[config.mk]
export PLATFORM = sky130hd
export DESIGN_NAME = kick_watchdog
export DESIGN_NICKNAME = d
export VERILOG_FILES = /design/src/rtl/wdog_pkg.sv /design/src/rtl/kick_sync.sv /design/src/rtl/wdog_datapath.sv /design/src/rtl/wdog_control.sv /design/src/rtl/kick_watchdog.sv
export SDC_FILE = /design/constraint.sdc
export NUM_CORES = 1
export LEC_CHECK = 0
export BUFFER_PORTS_ARGS = -buffer_cell sky130_fd_sc_hd__buf_2
export CAP_MARGIN = 5
export CORE_MARGIN = 2
export CORE_UTILIZATION = 58
export CTS_CLUSTER_DIAMETER = 80
export DETAILED_ROUTE_END_ITERATION = 8
export PLACE_DENSITY = 0.78
export SLEW_MARGIN = 10
export SYNTH_ARGS = -nofsm -noshare
export SYNTH_HDL_FRONTEND = slang
export SYNTH_HIERARCHICAL = 1
export SYNTH_SLANG_ARGS = --single-unit
[constraint.sdc]
create_clock -name clk -period 3.05 [get_ports clk]
set_input_delay 0.915 -clock clk [delete_from_list [all_inputs] [get_ports clk]]
set_output_delay 0.915 -clock clk [all_outputs]
set_load 0.01 [all_outputs]
[src/rtl/wdog_pkg.sv]
package wdog_pkg;

  // Strobes from control to datapath
  typedef struct packed {
    logic clrTimer;
    logic countEn;
    logic useStartup;
    logic loadHoldoff;
  } wdStrobe_t;

  // Status from datapath back to control
  typedef struct packed {
    logic kickEdge;
    logic expired;
    logic holdoffDone;
  } wdStatus_t;

endpackage

[src/rtl/kick_sync.sv]
module kick_sync #(
  parameter int STAGES = 2
) (
  input  logic clk,
  input  logic rstN,
  input  logic kickIn,
  output logic kickEdge
);
  localparam int SH_W = STAGES + 1;

  // shQ[STAGES-1] is the synchronised level, shQ[STAGES] its previous value
  logic [SH_W-1:0] shQ;

  always_ff @(posedge clk or negedge rstN) begin
    if (!rstN) shQ <= '0;
    else       shQ <= {shQ[SH_W-2:0], kickIn};
  end

  assign kickEdge = shQ[STAGES] ^ shQ[STAGES-1];
endmodule

[src/rtl/wdog_datapath.sv]
module wdog_datapath
  import wdog_pkg::*;
#(
  parameter int TIMEOUT_TICKS = 20,
  parameter int STARTUP_TICKS = 100,
  parameter int HOLDOFF_TICKS = 10,
  parameter int SYNC_STAGES   = 2
) (
  input  logic       clk,
  input  logic       rstN,
  input  logic       kickIn,
  input  wdStrobe_t  strobe,
  output wdStatus_t  status
);
  localparam int MAX_TICKS = (STARTUP_TICKS > TIMEOUT_TICKS) ? STARTUP_TICKS : TIMEOUT_TICKS;
  localparam int CNT_W     = $clog2(MAX_TICKS + 1);
  localparam int HOLD_W    = $clog2(HOLDOFF_TICKS + 2);
  localparam logic [CNT_W-1:0]  T_LAST = CNT_W'(TIMEOUT_TICKS - 1);
  localparam logic [CNT_W-1:0]  S_LAST = CNT_W'(STARTUP_TICKS - 1);
  localparam logic [HOLD_W-1:0] H_LOAD = HOLD_W'(HOLDOFF_TICKS);

  logic              kickEdge;
  logic [CNT_W-1:0]  tmrQ;
  logic [HOLD_W-1:0] holdQ;

  kick_sync #(.STAGES(SYNC_STAGES)) u_sync (
    .clk      (clk),
    .rstN     (rstN),
    .kickIn   (kickIn),
    .kickEdge (kickEdge)
  );

  // Level timer
  always_ff @(posedge clk or negedge rstN) begin
    if (!rstN)               tmrQ <= '0;
    else if (strobe.clrTimer) tmrQ <= '0;
    else if (strobe.countEn)  tmrQ <= tmrQ + 1'b1;
  end

  // Holdoff after power-up or manual reset release
  always_ff @(posedge clk or negedge rstN) begin
    if (!rstN)                  holdQ <= H_LOAD;
    else if (strobe.loadHoldoff) holdQ <= H_LOAD;
    else if (holdQ != '0)        holdQ <= holdQ - 1'b1;
  end

  assign status.kickEdge    = kickEdge;
  assign status.expired     = strobe.useStartup ? (tmrQ >= S_LAST) : (tmrQ >= T_LAST);
  assign status.holdoffDone = (holdQ == '0);

  AST_EDGE_CLEARS_TIMER: assert property (@(posedge clk) disable iff (!rstN)
    kickEdge |=> (tmrQ == '0));

endmodule

[src/rtl/wdog_control.sv]
module wdog_control
  import wdog_pkg::*;
#(
  parameter bit RESET_MODE = 1'b1
) (
  input  logic      clk,
  input  logic      rstN,
  input  wdStatus_t status,
  input  logic      wdDisable,
  input  logic      allGood,
  input  logic      manRstN,
  input  logic      rstActive,
  output wdStrobe_t strobe,
  output logic      rstReqQ,
  output logic      faultQ
);
  logic countEn;
  logic timeoutEvt;
  logic armedQ;

  assign countEn    = !wdDisable && !rstActive && manRstN && allGood
                      && status.holdoffDone && !faultQ;
  assign timeoutEvt = countEn && status.expired && !status.kickEdge;

  assign strobe.countEn     = countEn;
  assign strobe.clrTimer    = !countEn || status.kickEdge || timeoutEvt;
  assign strobe.loadHoldoff = !manRstN;
  assign strobe.useStartup  = armedQ;

  generate
    if (RESET_MODE) begin : g_reset
      // Startup window armed at power-up and during each reset
      always_ff @(posedge clk or negedge rstN) begin
        if (!rstN)                armedQ <= 1'b1;
        else if (rstActive)       armedQ <= 1'b1;
        else if (status.kickEdge) armedQ <= 1'b0;
      end

      always_ff @(posedge clk or negedge rstN) begin
        if (!rstN) rstReqQ <= 1'b0;
        else       rstReqQ <= timeoutEvt;
      end

      assign faultQ = 1'b0;

      AST_REQ_ONE_CYCLE: assert property (@(posedge clk) disable iff (!rstN)
        rstReqQ |=> !rstReqQ);
      AST_NO_REQ_IN_RESET: assert property (@(posedge clk) disable iff (!rstN)
        rstActive |=> !rstReqQ);
    end else begin : g_flag
      assign armedQ  = 1'b0;
      assign rstReqQ = 1'b0;

      // Fault latch for the watchdog flag
      always_ff @(posedge clk or negedge rstN) begin
        if (!rstN)                                   faultQ <= 1'b0;
        else if (wdDisable || !allGood || !manRstN ||
                 status.kickEdge)                    faultQ <= 1'b0;
        else if (timeoutEvt)                         faultQ <= 1'b1;
      end

      AST_MR_CLEARS_FAULT: assert property (@(posedge clk) disable iff (!rstN)
        !manRstN |=> !faultQ);
    end
  endgenerate

  AST_DISABLE_QUIET: assert property (@(posedge clk) disable iff (!rstN)
    wdDisable |=> (!rstReqQ && !faultQ));
  AST_HOLDOFF_BLOCKS: assert property (@(posedge clk) disable iff (!rstN)
    !status.holdoffDone |=> (!rstReqQ && (!faultQ || $past(faultQ))));

endmodule

[src/rtl/kick_watchdog.sv]
module kick_watchdog
  import wdog_pkg::*;
#(
  parameter bit RESET_MODE    = 1'b1,
  parameter int NUM_RAILS     = 3,
  parameter int TIMEOUT_TICKS = 20,
  parameter int STARTUP_TICKS = 100,
  parameter int HOLDOFF_TICKS = 10,
  parameter int SYNC_STAGES   = 2
) (
  input  logic                 clk,
  input  logic                 rstN,
  input  logic                 kickIn,
  input  logic                 wdDisable,
  input  logic [NUM_RAILS-1:0] railGood,
  input  logic                 manRstN,
  input  logic                 rstActive,
  input  logic                 marginN,
  output logic                 rstReq,
  output logic                 wdFlagN
);
  wdStrobe_t strobe;
  wdStatus_t status;
  logic      allGood;
  logic      faultQ;

  assign allGood = &railGood;

  wdog_datapath #(
    .TIMEOUT_TICKS (TIMEOUT_TICKS),
    .STARTUP_TICKS (STARTUP_TICKS),
    .HOLDOFF_TICKS (HOLDOFF_TICKS),
    .SYNC_STAGES   (SYNC_STAGES)
  ) u_dp (
    .clk    (clk),
    .rstN   (rstN),
    .kickIn (kickIn),
    .strobe (strobe),
    .status (status)
  );

  wdog_control #(.RESET_MODE(RESET_MODE)) u_ctl (
    .clk       (clk),
    .rstN      (rstN),
    .status    (status),
    .wdDisable (wdDisable),
    .allGood   (allGood),
    .manRstN   (manRstN),
    .rstActive (rstActive),
    .strobe    (strobe),
    .rstReqQ   (rstReq),
    .faultQ    (faultQ)
  );

  generate
    if (RESET_MODE) begin : g_flagOff
      assign wdFlagN = 1'b1;
    end else begin : g_flagOn
      assign wdFlagN = !marginN || (allGood && !faultQ);
    end
  endgenerate

endmodule

==> run metrics <==
status=finished, final reports clean; Detailed Route WL=1400 um; Setup WS pre-CTS=586 ps; CP Launch Point=u_dp/tmrQ[0]; vias per cell=5.69; reg2reg path depth=8; Post-CTS Repair Setup Buffers=0; area grow syn2layout=7.03%; DRT iter0 DRCs=9; hpwl dp=1030 um; Hold Path Depth=0; hold crit path type=register to register; Slew Limit Fails=0; total core area=1320 um^2; global-route wire length before repair=2420 um; CTS tree=built; min Tclk post-route=2280 ps; RSZ-0062 raised after global routing=no; TritonRoute pass-1 iters=4; Leakage=0.000388 uW; # hold bufs at CTS=0; Final #Nets=98; Crit path max-delay family=simple AND/OR/NAND/NOR gates; Buf/Inv on CP=0; Syn Inst Count=77; Critical Path Max Stage Delay=420 ps; later-pin clock latency in the skew report=280 ps; CTS H-tree depth=1; PortBufs=9; TNS Setup=0 ps; Warnings, synthesis=6; Mean Syn Cell Area=10.6 um^2; vias in the first global route=587; routability cong.=0.750; Worst EP required=3250 ps; hold violation count in the final report=0; PwrDens=483 nW/um^2; clk sink count=16; total grt overflow=0; r2r startpoint=u_dp/tmrQ[0]; Root Buffer=clkbuf_4; largest net degree at the start of global routing=17; synthesized area=818 um^2; GRT Overall Usage=0.182; final worst path period share=0.747; # DRC=0; I/O pin count=12; CTS Buffer Depth=2; cts repair resizes=0; Die W=41.6 um; max-cap violation count=0; via count=563; die area=1730 um^2; fmax=439 MHz; Critical Path Start Type=register; Setup CP Type=register to register; Final Skew=7.87 ps; CTS Buf Count=3; Final WS setup=771 ps; CP endpoint kind=register; Peak supply drop=0.348 mV; fraction of layout cells with a size suffix above 1=0.238; WL per Instance=14.1 um; Vert. Die Dim=41.6 um; initial antenna violation count=0; crit-path cells=ha_1 > nor3_1 > o211ai_1 > nor3b_1 > nand4b_1 > o2111ai_2 > o21ai_0 > a21oi_1; Syn Nets=90; WP data arrival=2480 ps; std cell rows=13; Antenna Nets Post-Route=0; worst-path fanout max=8; WP depth=8; Hold Crit Start=u_dp/u_sync/shQ[0]; final setup fails=0; Slowest cell on crit path=dfrtp_1; n_diodes=0; Worst-path clk slew=90 ps; starting density of the core=0.621
registers in the layout, summed over array words and instances (netlist names):
| name | flops |
|---|---|
| u_ctl/armedQ | 1 |
| u_ctl/rstReqQ | 1 |
| u_dp/holdQ | 4 |
| u_dp/tmrQ | 7 |
| u_dp/u_sync/shQ | 3 |
path summary, 6_finish.rpt:
kind	end	slack (ps)
max	u_dp/tmrQ[6]	770
min in group asynchronous	u_ctl/rstReqQ	530
max in group asynchronous	u_dp/holdQ[1]	2210
min	u_dp/u_sync/shQ[1]	380
min reg2reg	u_dp/u_sync/shQ[1]	380
max reg2reg	u_dp/tmrQ[6]	770
layout make-up:
type	count	area, um^2
clock buffers	4	36.3
multi-input cells	51	357
inverters	4	15.0
fillers	108	442
repair buffers	9	45.0
flip-flops and latches	16	404
well taps	15	18.8
report_power, final:
| group | internal [uW] | total, uW | switching (uW) |
|---|---|---|---|
| clock | 72.6 | 136 | 63.6 |
| combinational | 23.5 | 48.1 | 24.6 |
| sequential | 229 | 239 | 9.50 |
placed cells by master (no fill, tap or decap):
cell       instances
dfrtp_1           13
buf_2              9
nor2_1             8
inv_1              4
nor3_1             4
xor2_1             4
clkbuf_4           3
dfstp_2            3
nand2_1            3
or3_1              3
xnor2_1            3
ha_1               3
nor3b_2            2
nor2b_1            2
nand4_1            2
o21ai_0            2
a21oi_1            2
a211o_1            2
and3_1             1
conb_1             1
clkbuf_8           1
and4_1             1
and3_2             1
nand4b_1           1
a21o_1             1
a21boi_0           1
o211ai_1           1
nor3b_1            1
o2111ai_2          1
mux2i_1            1
metrics by stage:
step / area (um^2) / power, uW / utilization / hold slack [ps] / instances
after detailed placement: 840 / 291 / 0.637 / 351 / 95
after CTS: 876 / 430 / 0.665 / 378 / 99
after global placement: 840 / 288 / 0.637 / 334 / 95
after global routing: 876 / 452 / 0.665 / 391 / 99
after floorplan: 818 / 278 / - / 331 / 77
final: 876 / 423 / 0.665 / 378 / 99
routing by layer:
metal  GRT usage  up-vias  share of wire
met5           0        -              0
met4      0.0774        0              0
met3      0.0391        0          0.031
li1            -      274              -
met2       0.309       10           0.51
met1       0.221      279           0.46
Note: power is estimated with default switching activity, not from simulation.
